===== src/rtl/solo_ovf_pkg.sv =====
package solo_ovf_pkg;
   typedef enum logic [1:0] {
      OP_BEGIN = 2'd0,
      OP_END   = 2'd1,
      OP_ABORT = 2'd2,
      OP_ENTER = 2'd3
   } txn_op_e;
endpackage


===== src/rtl/solo_ovf_pick.sv =====
module solo_ovf_pick #(
   parameter int NUM_THREADS = 4
) (
   input  logic [NUM_THREADS-1:0] cand_i,
   output logic [NUM_THREADS-1:0] win_o
);
   logic [NUM_THREADS:0] seen;
   assign seen[0] = 1'b0;
   for (genvar i = 0; i < NUM_THREADS; i++) begin : g_chain
      assign seen[i+1] = seen[i] | cand_i[i];
      assign win_o[i]  = cand_i[i] & ~seen[i];
   end
endmodule


===== src/rtl/solo_ovf_thread.sv =====
module solo_ovf_thread
   import solo_ovf_pkg::*;
#(
   parameter int DEPTH_W = 4
) (
   input  logic               clk,
   input  logic               rst_n,
   input  logic               req_valid_i,
   input  txn_op_e            req_op_i,
   input  logic               req_noabort_i,
   input  logic               blocked_i,
   input  logic               shared_active_i,
   input  logic               entry_win_i,
   output logic               grant_o,
   output logic               stall_o,
   output logic               entry_cand_o,
   output logic               release_o,
   output logic               ovf_o,
   output logic [DEPTH_W-1:0] depth_o,
   output logic               noabort_o
);
   localparam logic [DEPTH_W-1:0] DEPTH_MAX = '1;
   localparam logic [DEPTH_W-1:0] DEPTH_ONE = DEPTH_W'(1);

   logic [DEPTH_W-1:0] depth_q;
   logic               ovf_q;
   logic               noab_q;
   logic               in_txn;
   logic               commit_end;

   assign in_txn = (depth_q != '0);

   assign entry_cand_o = req_valid_i && !blocked_i && (req_op_i == OP_ENTER)
                         && in_txn && !ovf_q && !shared_active_i;

   always_comb begin
      grant_o = 1'b0;
      stall_o = 1'b0;
      if (req_valid_i) begin
         if (blocked_i) begin
            stall_o = 1'b1;
         end else begin
            unique case (req_op_i)
               OP_BEGIN: grant_o = (depth_q != DEPTH_MAX);
               OP_END:   grant_o = in_txn;
               OP_ABORT: grant_o = in_txn && !noab_q;
               OP_ENTER: begin
                  if (in_txn) begin
                     if (ovf_q) begin
                        grant_o = 1'b1;
                     end else if (shared_active_i) begin
                        stall_o = 1'b1;
                     end else begin
                        grant_o = entry_win_i;
                        stall_o = !entry_win_i;
                     end
                  end
               end
               default: ;
            endcase
         end
      end
   end

   assign commit_end = grant_o && (req_op_i == OP_END) && (depth_q == DEPTH_ONE);
   assign release_o  = ovf_q && (commit_end || (grant_o && (req_op_i == OP_ABORT)));

   always_ff @(posedge clk or negedge rst_n) begin
      if (!rst_n) begin
         depth_q <= '0;
         ovf_q   <= 1'b0;
         noab_q  <= 1'b0;
      end else if (grant_o) begin
         unique case (req_op_i)
            OP_BEGIN: begin
               depth_q <= depth_q + 1'b1;
               if (!in_txn) noab_q <= req_noabort_i;
            end
            OP_END: begin
               depth_q <= depth_q - 1'b1;
               if (depth_q == DEPTH_ONE) begin
                  noab_q <= 1'b0;
                  ovf_q  <= 1'b0;
               end
            end
            OP_ABORT: begin
               depth_q <= '0;
               noab_q  <= 1'b0;
               ovf_q   <= 1'b0;
            end
            OP_ENTER: ovf_q <= 1'b1;
            default: ;
         endcase
      end
   end

   assign ovf_o     = ovf_q;
   assign depth_o   = depth_q;
   assign noabort_o = noab_q;

   // an overflowed thread is always inside a transaction
   assert_ovf_in_txn_R5: assert property (@(posedge clk) disable iff (!rst_n)
      ovf_q |-> in_txn);

   // depth moves by one step, except the drop to zero on abort
   assert_depth_step_R2: assert property (@(posedge clk) disable iff (!rst_n)
      (depth_q != $past(depth_q)) |->
         ((depth_q == $past(depth_q) + 1'b1) || (depth_q == $past(depth_q) - 1'b1)
          || (depth_q == '0)));

   // a thread never sees grant and stall together
   assert_resp_excl_R4: assert property (@(posedge clk) disable iff (!rst_n)
      !(grant_o && stall_o));
endmodule


===== src/rtl/solo_ovf_meta.sv =====
module solo_ovf_meta #(
   parameter int NUM_THREADS = 4,
   parameter int ID_W        = 8,
   localparam int TID_W      = $clog2(NUM_THREADS)
) (
   input  logic                   chk_valid_i,
   input  logic [TID_W-1:0]       chk_tid_i,
   input  logic                   chk_write_i,
   input  logic                   chk_owner_i,
   input  logic                   chk_rd_bit_i,
   input  logic                   chk_wr_bit_i,
   input  logic [ID_W-1:0]        chk_id_i,
   input  logic                   shared_active_i,
   input  logic [ID_W-1:0]        shared_id_i,
   input  logic [NUM_THREADS-1:0] thr_ovf_i,
   output logic                   live_o,
   output logic                   conflict_o,
   output logic                   wr_en_o,
   output logic                   rd_o,
   output logic                   wr_o
);
   logic req_ovf;
   logic hazard;

   always_comb begin
      req_ovf = 1'b0;
      for (int i = 0; i < NUM_THREADS; i++) begin
         if (chk_tid_i == TID_W'(i)) req_ovf = thr_ovf_i[i];
      end
   end

   assign live_o     = shared_active_i && (chk_id_i == shared_id_i);
   assign hazard     = chk_wr_bit_i || (chk_write_i && chk_rd_bit_i);
   assign conflict_o = chk_valid_i && live_o && !req_ovf && hazard;
   assign wr_en_o    = chk_valid_i && chk_owner_i && req_ovf;
   assign rd_o       = (live_o && chk_rd_bit_i) || !chk_write_i;
   assign wr_o       = (live_o && chk_wr_bit_i) || chk_write_i;
endmodule


===== src/rtl/solo_ovf_ctrl.sv =====
module solo_ovf_ctrl
   import solo_ovf_pkg::*;
#(
   parameter int NUM_THREADS = 4,
   parameter int ID_W        = 8,
   parameter int DEPTH_W     = 4,
   parameter bit SERIALIZED  = 1'b1,
   localparam int TID_W      = $clog2(NUM_THREADS)
) (
   input  logic                           clk,
   input  logic                           rst_n,
   input  logic [NUM_THREADS-1:0]         req_valid_i,
   input  logic [2*NUM_THREADS-1:0]       req_op_i,
   input  logic [NUM_THREADS-1:0]         req_noabort_i,
   output logic [NUM_THREADS-1:0]         grant_o,
   output logic [NUM_THREADS-1:0]         stall_o,
   output logic [NUM_THREADS-1:0]         hold_o,
   output logic                           ovf_active_o,
   output logic [ID_W-1:0]                ovf_id_o,
   output logic [TID_W-1:0]               ovf_holder_o,
   output logic [NUM_THREADS-1:0]         thr_ovf_o,
   output logic [DEPTH_W*NUM_THREADS-1:0] thr_depth_o,
   output logic [NUM_THREADS-1:0]         thr_noabort_o,
   input  logic                           chk_valid_i,
   input  logic [TID_W-1:0]               chk_tid_i,
   input  logic                           chk_write_i,
   input  logic                           chk_owner_i,
   input  logic                           chk_rd_bit_i,
   input  logic                           chk_wr_bit_i,
   input  logic [ID_W-1:0]                chk_id_i,
   output logic                           chk_live_o,
   output logic                           chk_conflict_o,
   output logic                           meta_wr_en_o,
   output logic                           meta_rd_o,
   output logic                           meta_wr_o,
   output logic [ID_W-1:0]                meta_id_o
);
   if (NUM_THREADS < 2) begin : g_bad_threads
      $error("solo_ovf_ctrl: NUM_THREADS must be at least 2");
   end
   if (ID_W < 1 || ID_W > 32) begin : g_bad_id
      $error("solo_ovf_ctrl: ID_W must be 1..32");
   end
   if (DEPTH_W < 1 || DEPTH_W > 16) begin : g_bad_depth
      $error("solo_ovf_ctrl: DEPTH_W must be 1..16");
   end

   localparam logic [NUM_THREADS-1:0] ONE_HOT0 = NUM_THREADS'(1);

   logic                   active_q;
   logic [ID_W-1:0]        id_q;
   logic [TID_W-1:0]       holder_q;
   logic [NUM_THREADS-1:0] cand;
   logic [NUM_THREADS-1:0] win;
   logic [NUM_THREADS-1:0] release_v;
   logic [NUM_THREADS-1:0] blocked;
   logic [TID_W-1:0]       win_idx;

   // variant choice: serialized holds every non-holder thread
   if (SERIALIZED) begin : g_serial
      for (genvar i = 0; i < NUM_THREADS; i++) begin : g_hold
         assign blocked[i] = active_q && (holder_q != TID_W'(i));
      end
   end else begin : g_concurrent
      assign blocked = '0;
   end
   assign hold_o = blocked;

   solo_ovf_pick #(.NUM_THREADS(NUM_THREADS)) u_pick (
      .cand_i (cand),
      .win_o  (win)
   );

   for (genvar i = 0; i < NUM_THREADS; i++) begin : g_thr
      solo_ovf_thread #(.DEPTH_W(DEPTH_W)) u_ctx (
         .clk             (clk),
         .rst_n           (rst_n),
         .req_valid_i     (req_valid_i[i]),
         .req_op_i        (txn_op_e'(req_op_i[2*i +: 2])),
         .req_noabort_i   (req_noabort_i[i]),
         .blocked_i       (blocked[i]),
         .shared_active_i (active_q),
         .entry_win_i     (win[i]),
         .grant_o         (grant_o[i]),
         .stall_o         (stall_o[i]),
         .entry_cand_o    (cand[i]),
         .release_o       (release_v[i]),
         .ovf_o           (thr_ovf_o[i]),
         .depth_o         (thr_depth_o[i*DEPTH_W +: DEPTH_W]),
         .noabort_o       (thr_noabort_o[i])
      );
   end

   always_comb begin
      win_idx = '0;
      for (int i = 0; i < NUM_THREADS; i++) begin
         if (win[i]) win_idx = TID_W'(i);
      end
   end

   always_ff @(posedge clk or negedge rst_n) begin
      if (!rst_n) begin
         active_q <= 1'b0;
         id_q     <= '0;
         holder_q <= '0;
      end else if (|win) begin
         active_q <= 1'b1;
         id_q     <= id_q + 1'b1;
         holder_q <= win_idx;
      end else if (|release_v) begin
         active_q <= 1'b0;
      end
   end

   assign ovf_active_o = active_q;
   assign ovf_id_o     = id_q;
   assign ovf_holder_o = holder_q;
   assign meta_id_o    = id_q;

   solo_ovf_meta #(.NUM_THREADS(NUM_THREADS), .ID_W(ID_W)) u_meta (
      .chk_valid_i     (chk_valid_i),
      .chk_tid_i       (chk_tid_i),
      .chk_write_i     (chk_write_i),
      .chk_owner_i     (chk_owner_i),
      .chk_rd_bit_i    (chk_rd_bit_i),
      .chk_wr_bit_i    (chk_wr_bit_i),
      .chk_id_i        (chk_id_i),
      .shared_active_i (active_q),
      .shared_id_i     (id_q),
      .thr_ovf_i       (thr_ovf_o),
      .live_o          (chk_live_o),
      .conflict_o      (chk_conflict_o),
      .wr_en_o         (meta_wr_en_o),
      .rd_o            (meta_rd_o),
      .wr_o            (meta_wr_o)
   );

   // never more than one overflowed thread
   assert_single_holder_R3: assert property (@(posedge clk) disable iff (!rst_n)
      $countones(thr_ovf_o) <= 1);

   // shared flag agrees with the holder's private flag
   assert_holder_match_R3: assert property (@(posedge clk) disable iff (!rst_n)
      active_q |-> (thr_ovf_o == (ONE_HOT0 << holder_q)));

   // each overflow entry advances the live identifier by one
   assert_id_bump_R3: assert property (@(posedge clk) disable iff (!rst_n)
      $rose(active_q) |-> (id_q == $past(id_q) + 1'b1));

   // release leaves the identifier alone
   assert_id_keep_R5: assert property (@(posedge clk) disable iff (!rst_n)
      $fell(active_q) |-> (id_q == $past(id_q)));

   // a held thread is never granted
   for (genvar i = 0; i < NUM_THREADS; i++) begin : g_hold_chk
      assert_hold_blocks_R7: assert property (@(posedge clk) disable iff (!rst_n)
         hold_o[i] |-> !grant_o[i]);
   end

   // a conflict needs live metadata
   assert_conflict_live_R8: assert property (@(posedge clk) disable iff (!rst_n)
      chk_conflict_o |-> chk_live_o);

   // rewrite permission only for an owning requester during an overflow
   assert_meta_owner_R9: assert property (@(posedge clk) disable iff (!rst_n)
      meta_wr_en_o |-> (chk_owner_i && active_q));
endmodule


===== config.mk =====
export PLATFORM = sky130hd
export DESIGN_NAME = solo_ovf_ctrl
export DESIGN_NICKNAME = d
export VERILOG_FILES = /design/src/rtl/solo_ovf_pkg.sv /design/src/rtl/solo_ovf_pick.sv /design/src/rtl/solo_ovf_thread.sv /design/src/rtl/solo_ovf_meta.sv /design/src/rtl/solo_ovf_ctrl.sv
export SDC_FILE = /design/constraint.sdc
export NUM_CORES = 1
export LEC_CHECK = 0
export ABC_CLOCK_PERIOD_IN_PS = 3050
export BUFFER_PORTS_ARGS = -buffer_cell sky130_fd_sc_hd__buf_2
export CAP_MARGIN = 20
export CORE_AREA = 2 2 95 97
export DETAILED_ROUTE_END_ITERATION = 10
export DIE_AREA = 0 0 97 99
export GPL_TIMING_DRIVEN = 0
export PLACE_DENSITY = 0.59
export REMOVE_ABC_BUFFERS = 1
export SLEW_MARGIN = 20
export SYNTH_ARGS = -nofsm -noshare
export SYNTH_HDL_FRONTEND = slang
export SYNTH_SLANG_ARGS = --single-unit

===== constraint.sdc =====
create_clock -name clk -period 3.05 [get_ports clk]
set_input_delay 0.1525 -clock clk [delete_from_list [all_inputs] [get_ports clk]]
set_output_delay 0.1525 -clock clk [all_outputs]
set_load 0.01 [all_outputs]

Word-level counts from Yosys, hierarchy flattened
Index checks and enable logic that the tools add are counted.
Operators by class
  eq/ne operators: 35
  bitwise logic cells: 8
  reduce and logical (&&, ||, !) cells: 112
  mux-type cells: 77
  add/subtract/negate cells: 9
Operator list (count)
  $mux W1: 59
  $logic_and A1 B1 Y1: 53
  $pmux W4 S3: 4
  $pmux W1 S3: 8
  $reduce_bool A3 Y1: 8
  $eq A2 B2 Y1 const B: 10
  $ne A2 B2 Y1 const B: 10
  $logic_not A1 Y1: 19
  $add A4 B1 Y4 const B: 4
  $eq A4 B1 Y1 const B: 4
  $ne A4 B4 Y1 const B: 4
  $pmux W1 S4: 4
  $reduce_and A4 Y1: 4
  $reduce_bool A4 Y1: 4
  $sub A4 B1 Y4 const B: 4
  $reduce_and A3 Y1: 4
  $eq A2 B1 Y1 const B: 5
  $logic_not A2 Y1: 5
  $add A8 B1 Y8 const B: 1
  $eq A8 B8 Y1: 1
  $reduce_and A2 Y1: 4
  $reduce_or A4 Y1: 2
  $logic_or A1 B1 Y1: 7
  $mux W2: 2
  5 further kinds: 11
Word-level totals
  bits of input ports: 33
  output and inout port bits: 60
  register bits after elaboration: 35

Logic depth before layout (Yosys ltp)
Gate-level depths: netlist (run 1).
  depth in word-level cells: 25
  gate-level depth with buffers: 9

Hierarchy
Synthesis (run 1) repeated with hierarchy kept, for this count alone.
Second synthesis, totals
  cell total of the unflattened synthesis: 357
  area total of the unflattened synthesis: 3369.5 um^2
Modules (own cells, without submodules)
  solo_ovf_thread: cells an instance 69, instances 4, area each 646.9 um^2
  solo_ovf_ctrl: cells an instance 55, instances 1, area each 570.5 um^2
  solo_ovf_meta: cells an instance 22, instances 1, area each 175.2 um^2
  solo_ovf_pick: cells an instance 4, instances 1, area each 36.3 um^2

Worst setup path after synthesis (run 1)
No wires, ideal clock.
  kind: reg-to-reg
  start: register g_thr[0].u_ctx.depth_q[0]
  end: register g_thr[3].u_ctx.noab_q
  slack: 434 ps
  path buffers: 1
  data required time: 2925 ps
  cell stages (with the launch flop): 9
  arrival time: 2491 ps
  clock period less this slack: 2616 ps
  cell sequence: dfrtp_1 inv_1 ha_1 or3b_1 buf_2 a22o_4 o211a_4 or4b_4 mux2_4
Between the ends
  cells in the longest elaborated chain, start to end: 15
Ends and longest elaborated chain
  start: declaration: RTL line solo_ovf_thread.sv:25  | logic [DEPTH_W-1:0] depth_q;
  start signal: assignment: RTL line solo_ovf_thread.sv:76  | depth_q <= depth_q + 1'b1;
  start signal: assignment: RTL line solo_ovf_thread.sv:80  | depth_q <= depth_q - 1'b1;
  $reduce_bool A4 Y1: RTL line solo_ovf_thread.sv:31  | assign in_txn = (depth_q != '0);
  $logic_and A1 B1 Y1 (3 in a row): RTL line solo_ovf_thread.sv:34  | && in_txn && !ovf_q && !shared_active_i;
  $or A1 B1 Y1 (2 in a row): RTL line solo_ovf_pick.sv:10  | assign seen[i+1] = seen[i] | cand_i[i];
  $not A1 Y1: RTL line solo_ovf_pick.sv:11  | assign win_o[i] = cand_i[i] & ~seen[i];
  $and A1 B1 Y1: RTL line solo_ovf_pick.sv:11
  $mux W1: RTL line solo_ovf_thread.sv:51  | end else if (shared_active_i) begin
  $mux W1: RTL line solo_ovf_thread.sv:49  | if (ovf_q) begin
  $mux W1: RTL line solo_ovf_thread.sv:48  | if (in_txn) begin
  $pmux W1 S4: RTL line solo_ovf_thread.sv:43  | unique case (req_op_i)
  $mux W1: RTL line solo_ovf_thread.sv:40  | if (blocked_i) begin
  $mux W1: RTL line solo_ovf_thread.sv:39  | if (req_valid_i) begin
  $reduce_and A4 Y1 (no source line)
  end signal: assignment: RTL line solo_ovf_thread.sv:77  | if (!in_txn) noab_q <= req_noabort_i;
  end: declaration: RTL line solo_ovf_thread.sv:27  | logic noab_q;
No other way between the ends.
A chain may end at the register's enable or synchronous reset.

Worst setup path in the final report (run 1)
  start: register g_thr[0].u_ctx.depth_q[0]
  end: output grant_o[2]
Between the ends
  cells in the longest elaborated chain, start to end: 13
Ends and longest elaborated chain
  $reduce_bool A4 Y1: RTL line solo_ovf_thread.sv:31
  $logic_and A1 B1 Y1 (3 in a row): RTL line solo_ovf_thread.sv:34
  $or A1 B1 Y1: RTL line solo_ovf_pick.sv:10
  $not A1 Y1: RTL line solo_ovf_pick.sv:11
  $and A1 B1 Y1: RTL line solo_ovf_pick.sv:11
  $mux W1: RTL line solo_ovf_thread.sv:51
  $mux W1: RTL line solo_ovf_thread.sv:49
  $mux W1: RTL line solo_ovf_thread.sv:48
  $pmux W1 S4: RTL line solo_ovf_thread.sv:43
  $mux W1: RTL line solo_ovf_thread.sv:40
  $mux W1: RTL line solo_ovf_thread.sv:39
  end: declaration: RTL line solo_ovf_ctrl.sv:15  | output logic [NUM_THREADS-1:0] grant_o,
No other way between the ends.

==> impl_metrics.yaml, run 1 <==
run_status:
  status: "finished, final reports clean"
global_routing:
  grt_pass1_wl_um: 13100
  antenna_found_initial: 0
  grt_pass1_vias: 2683
  overflow: 0
  grt_use_total_pct: 16.4
  grt_max_degree: 36
clocking:
  cts_buffers: 5
  root_buffer: "clkbuf_8"
  postCtsResizedCells: 0
  postCtsSetupRepairBufs: 0
  insertion_delay_ps: 290
  htreeDepth: 2
  clock_sinks: 35
  cts_tree: "done"
  clk_path_buf_depth: 2
  path_clk_slew_ps: 80
worst_setup_path:
  rr_startpoint: "g_thr[0].u_ctx.depth_o[0]$_DFFE_PN0P_"
  crit_fanout: 7
  timing.rr.end: "g_thr[3].u_ctx.noabort_o$_DFFE_PN0P_"
  startpoint: "g_thr[0].u_ctx.depth_o[0]$_DFFE_PN0P_"
  critical_path_class: "reg -> out"
  cp-start-kind: "flop"
  crit_cells: 7
  cp_num_buf_inv: 2
  cp_data_required_time_ps: 2900
  reg2regPathDepth: 7
  path_delay_family: "compound AO/OA/AOI/OAI gates"
  worstPathCellList: "inv_1, ha_1, or3b_1, a22o_4, o311ai_2, and2_1, buf_2"
  crit_end: "grant_o[2]"
  reg2reg_slack_ps: 290
  slowest_delay_ps: 490
  cp-end-kind: "primary output"
  arrival_ps: 2660
  cp_slowest_cell: "o311ai_2"
timing:
  rsz0062_at_grt: "false"
  finClkSkew_ps: 4.89
  tightest_slew_ps: 898
  slew-limit-headroom_pct: 39.8
  fin_tns_setup_ps: 0
  setup_viol: 0
  final_max_slew_viol_count: 0
  fin_crit_ps: 2810
  setup_ws_ps: 236
  hold_viol_final: 0
  finalCritPeriodShare_pct: 92.3
  clock.fmax_mhz: 355
synthesis:
  yosysUniqueCellTypes: 62
  synth.avg_cell_area_um2: 8.71
  synthTopCellsByArea: "dfrtp_1 (26%), ha_1 (14%), buf_4 (6.3%), inv_1 (3.5%), mux2_2 (3.4%)"
  ys.flop_type: "dfrtp_1"
  seq_area_frac_synth_pct: 26.1
  yosysWarningCount: 0
  synthCells: 385
  synth_top_area_share_pct: 26.1
  async_reset_ff_share_pct: 100
  synth_edf_count: 0
  synthTopCellsByCount: "ha_1 (37), dfrtp_1 (35), inv_1 (31), buf_4 (28), nand2_1 (23)"
  syn_area_mm2: 0.00335
  synth-seq-cells: 35
  yosys.area.top_type: "dfrtp_1"
  synth.most_common_cell: "ha_1"
final_layout:
  final_cells: 556
  diodes: 0
  area_delta_synth_final_pct: 14.0
  drive_above_1_share_pct: 27.7
  nets: 517
power_and_ir_drop:
  pwr-share-comb_pct: 53.0
  power_density_mw_per_mm2: 773
  swShare_pct: 45.7
  design_power_total_mw: 2.96
  p_int_mw: 1.60
  ir_drop_v: 0.000311
  seqPwrFrac_pct: 32.7
  power_frac_clock_pct: 14.4
  p_leak_nw: 1.88
  power_switching_mw: 1.35
placement:
  io_buffers: 92
  dp_hpwl_um: 6140
  routabilityCongestion: 0.841
  placed_cells: 547
  dp_slack_ps: 313
route:
  routed_wire_length_per_instance_um: 14.2
  firstDrtPassIters: 4
  drcViolationCount: 0
  vias: 2972
  avgViaCountPerCell: 5.35
  ant_nets: 0
  drt_iter0_markers: 153
  wl_um: 7900
floorplanning:
  die_h_um: 99
  die_area_mm2: 0.00960
  num_rows: 34
  core_mm2: 0.00855
  io_pins: 93
  die_x_um: 97
  start_util_pct: 39.2
min_path:
  min_path_type: "in -> reg"
flow_run:
  drv_cap: 0
how the worst min path moves through the flow:
| stage | startpoint | end | slack (ps) | cells past startpoint |
|---|---|---|---|---|
| 6_report | req_noabort_i[0] | g_thr[0].u_ctx.noabort_o$_DFFE_PN0P_ | 130 | 3 |
| 5_1_grt | req_noabort_i[0] | g_thr[0].u_ctx.noabort_o$_DFFE_PN0P_ | 130 | 3 |
| 4_1_cts | req_noabort_i[0] | g_thr[0].u_ctx.noabort_o$_DFFE_PN0P_ | 130 | 3 |
| 3_5_place_dp | rst_n | g_thr[0].u_ctx.depth_o[0]$_DFFE_PN0P_ | 320 | 1 |
| 3_3_place_gp | rst_n | g_thr[0].u_ctx.depth_o[1]$_DFFE_PN0P_ | 320 | 1 |
| 2_1_floorplan | rst_n | g_thr[0].u_ctx.depth_o[0]$_DFFE_PN0P_ | -140 | 0 |
power groups by stage:
stage               clock network (mW)  registers [mW]  logic (mW)
finish                           0.425           0.965        1.56
CTS                              0.439           0.966        1.57
detailed placement                   0           0.975        1.56
floorplan                            0            1.00       0.944
global placement                     0           0.968        1.55
global route                     0.462            1.02        1.75
final cells by class:
type | count | area [µm²]
Timing Repair Buffer | 93 | 470
Clock inverter | 3 | 43.8
Tap cell | 108 | 135
Multi-Input combinational cell | 281 | 2110
Clock buffer | 5 | 68.8
Sequential cell | 35 | 876
Inverter | 31 | 116
Fill cell | 855 | 4730
state kept, by name, summed over array words and instances (netlist names):
| register | count |
|---|---|
| g_thr.u_ctx.depth_o | 16 |
| g_thr.u_ctx.noabort_o | 4 |
| g_thr.u_ctx.ovf_o | 4 |
| meta_id_o | 8 |
| ovf_active_o | 1 |
| ovf_holder_o | 2 |
worst reg2reg max path, delay by kind of cell, from the launching register on:
| family | cells | cell delay [ps] |
|---|---|---|
| muxes | 1 | 300 |
| adders and majority gates | 1 | 160 |
| DFF | 1 | 440 |
| AOI/OAI and AO/OA | 2 | 600 |
| and+or+nand+nor | 2 | 990 |
| buffers and inverters | 1 | 160 |
routing by layer:
layer  up-vias  wire length, µm  part of all wire, %  GRT usage, %
li1       1486                -                    -             -
met1      1396             3710                   47          22.6
met2        84             3730                   47          27.2
met3         6              387                  4.9          2.98
met4         0               70                 0.89          3.25
met5         -                0                    0             0
stage by stage:
stage | instance area [µm²] | hold WS [ps] | util, %
floorplan | 3110 | -143 | -
global placement | 3700 | 319 | 43.3
detailed placement | 3700 | 319 | 43.3
CTS | 3820 | 135 | 44.7
global route | 3820 | 135 | 44.7
finish | 3820 | 127 | 44.7
cell usage in the layout (no fill, tap or decap), drive strengths merged, types with 5 or more instances in the layout:
cell,count
inv,31
nand2,23
nor2,19
nand4,10
xnor2,12
dfrtp,35
mux2,11
nand2b,5
o21ai,14
nand3,12
a31oi,11
clkbuf,5
buf,92
mux2i,5
a21oi,20
nor3,8
nor2b,8
and2,5
and3,6
ha,37
logic make-up after synthesis:
| kind of cell | count (synthesis) | share of synthesized area [%] |
|---|---|---|
| muxes | 17 | 5.97 |
| DFF | 35 | 26.1 |
| adders and majority gates | 37 | 13.8 |
| and+or+nand+nor | 128 | 21.8 |
| AOI/OAI and AO/OA | 84 | 17.5 |
| xor gates and xnor gates | 15 | 3.92 |
| buffers and inverters | 69 | 10.9 |
what timing repair did:
| item | CTS | global route |
|---|---|---|
| endpoints found under the setup margin | 0 | 0 |
| endpoints found under the hold margin | 5 | 0 |
| hold buffers | 1 | 0 |
Power figures use the tool's default switching activity.
==> run 2: changes to the inputs <==
CELL_PAD_IN_SITES_DETAIL_PLACEMENT = 1   (was unset)
CELL_PAD_IN_SITES_GLOBAL_PLACEMENT = 1   (was unset)
CORE_AREA = 2 2 96 98   (was 2 2 95 97)
DIE_AREA = 0 0 98 100   (was 0 0 97 99)
PLACE_DENSITY = 0.76   (was 0.59)
==> impl_metrics.yaml, run 2 (synthesis gave the netlist of run 1 again) <==
placement:
  place_area_mm2: 0.00370
  routabilityCongestion: 0.819
  io_buffers: 92
  dp_hpwl_um: 6940
flow_run:
  drv_cap: 0
worst_setup_path:
  cp-end-kind: "primary output"
  timing.rr.end: "g_thr[1].u_ctx.depth_o[0]$_DFFE_PN0P_"
  arrival_ps: 2690
  cp_num_buf_inv: 2
  path_delay_family: "compound AO/OA/AOI/OAI gates"
  critical_path_class: "reg -> out"
  cp_data_required_time_ps: 2900
  reg2reg_slack_ps: 220
  slowest_delay_ps: 490
  cp-start-kind: "flop"
  cp_slowest_cell: "o311ai_2"
  worstPathCellList: "inv_1, ha_1, or3b_1, a22o_4, o311ai_2, and2_1, buf_2"
  crit_fanout: 7
  reg2regPathDepth: 7
  rr_startpoint: "g_thr[0].u_ctx.depth_o[0]$_DFFE_PN0P_"
timing:
  fin_tns_setup_ps: 0
  finalCritPeriodShare_pct: 93.1
  rsz0062_at_grt: "false"
  hold_viol_final: 35
  finClkSkew_ps: 4.31
  final_max_slew_viol_count: 0
  tightest_slew_ps: 1010
  clock.fmax_mhz: 352
  slew-limit-headroom_pct: 32.0
  fin_crit_ps: 2840
  hold_slack_ps: -33.2
  setup_viol: 0
clocking:
  path_clk_slew_ps: 80
  postCtsSetupRepairBufs: 0
  cts_buffers: 5
  cts.hold.buffers_added: 0
  insertion_delay_ps: 290
  cts_tree: "done"
  clk_path_buf_depth: 2
  htreeDepth: 2
  postCtsResizedCells: 0
  clock_sinks: 35
  root_buffer: "clkbuf_8"
global_routing:
  grt_max_degree: 36
  overflow: 0
  grt_pass1_wl_um: 14700
  grt_use_total_pct: 18.1
  antenna_found_initial: 0
  grt_pass1_vias: 3035
route:
  wl_um: 8860
  vias: 3053
  drt_iter0_markers: 118
  firstDrtPassIters: 5
  topRoutingLayerUsed: "met4"
  dr_wl_met2_um: 4380
  avgViaCountPerCell: 5.47
  drt-met1-wl_um: 4040
  ant_nets: 0
  dr_wl_met3_um: 366
  drcViolationCount: 0
  routed_wire_length_per_instance_um: 15.9
floorplanning:
  die_h_um: 100
  io_pins: 93
  die_x_um: 98
  num_rows: 35
  core_mm2: 0.00889
  die_area_mm2: 0.00980
  start_util_pct: 37.7
power_and_ir_drop:
  design_power_total_mw: 2.91
  ir_drop_v: 0.000298
  seqPwrFrac_pct: 33.4
  p_leak_nw: 1.85
  power_frac_clock_pct: 12.1
  pwr-share-comb_pct: 54.5
  p_int_mw: 1.52
  power_density_mw_per_mm2: 767
  power_switching_mw: 1.39
  swShare_pct: 47.8
final_layout:
  area_delta_synth_final_pct: 13.1
  final_cell_mix: "buf_2 (92), ha_1 (37), dfrtp_1 (35)"
  nFillCells: 1111
  drive_above_1_share_pct: 27.7
  largest_register_ffs: 16
  final_common_cell: "buf_2"
  nets: 516
  postLayoutCellArea_mm2: 0.00379
  diodes: 0
min_path:
  min_path_type: "in -> async"
run_status:
  violations: "hold timing"
  status: "finished with violations"
## run 2: metrics by stage
step	hold slack (ps)	std cells	setup slack (ps)	util [%]
after detailed placement	323	550	227	41.7
after floorplan	-143	347	452	-
after CTS	5.26	558	204	42.7
final	-33.2	558	210	42.7
after global placement	330	550	298	41.7
after global routing	38.2	558	55.0	42.7
## run 2: layer usage
layer / up-vias / track usage, %
li1: 1478 / -
met1: 1503 / 23.6
met2: 65 / 31.6
met3: 7 / 3.13
met4: 0 / 3.85
met5: - / 0
## run 2: worst max path at each step
stage / from / to / cells after the start
3_3_place_gp: g_thr[0].u_ctx.depth_o[0]$_DFFE_PN0P_ / g_thr[1].u_ctx.depth_o[0]$_DFFE_PN0P_ / 7
3_5_place_dp: g_thr[0].u_ctx.depth_o[0]$_DFFE_PN0P_ / g_thr[1].u_ctx.depth_o[0]$_DFFE_PN0P_ / 7
4_1_cts: g_thr[1].u_ctx.depth_o[1]$_DFFE_PN0P_ / grant_o[2] / 7
5_1_grt: g_thr[0].u_ctx.depth_o[0]$_DFFE_PN0P_ / g_thr[1].u_ctx.depth_o[0]$_DFFE_PN0P_ / 7
6_report: g_thr[0].u_ctx.depth_o[0]$_DFFE_PN0P_ / grant_o[2] / 7
2_1_floorplan: g_thr[1].u_ctx.depth_o[0]$_DFFE_PN0P_ / g_thr[3].u_ctx.noabort_o$_DFFE_PN0P_ / 7
## run 2: layout make-up
cell class                      count  area (µm²)  area share, %
Sequential cell                    35         876           23.1
Multi-Input combinational cell    281        2110           55.7
Timing Repair Buffer               92         460           12.1
Inverter                           31         116           3.07
Tap cell                          111         139           3.66
Clock buffer                        5        68.8           1.81
Clock inverter                      3        20.0          0.528
## run 2: power by group through the flow
stage	clock, mW	combinational (mW)	sequential (mW)
after global placement	0	1.55	0.974
after global routing	0.390	1.76	1.02
final	0.352	1.59	0.973
after floorplan	0	0.944	1.00
after CTS	0.371	1.60	0.974
after detailed placement	0	1.60	0.982
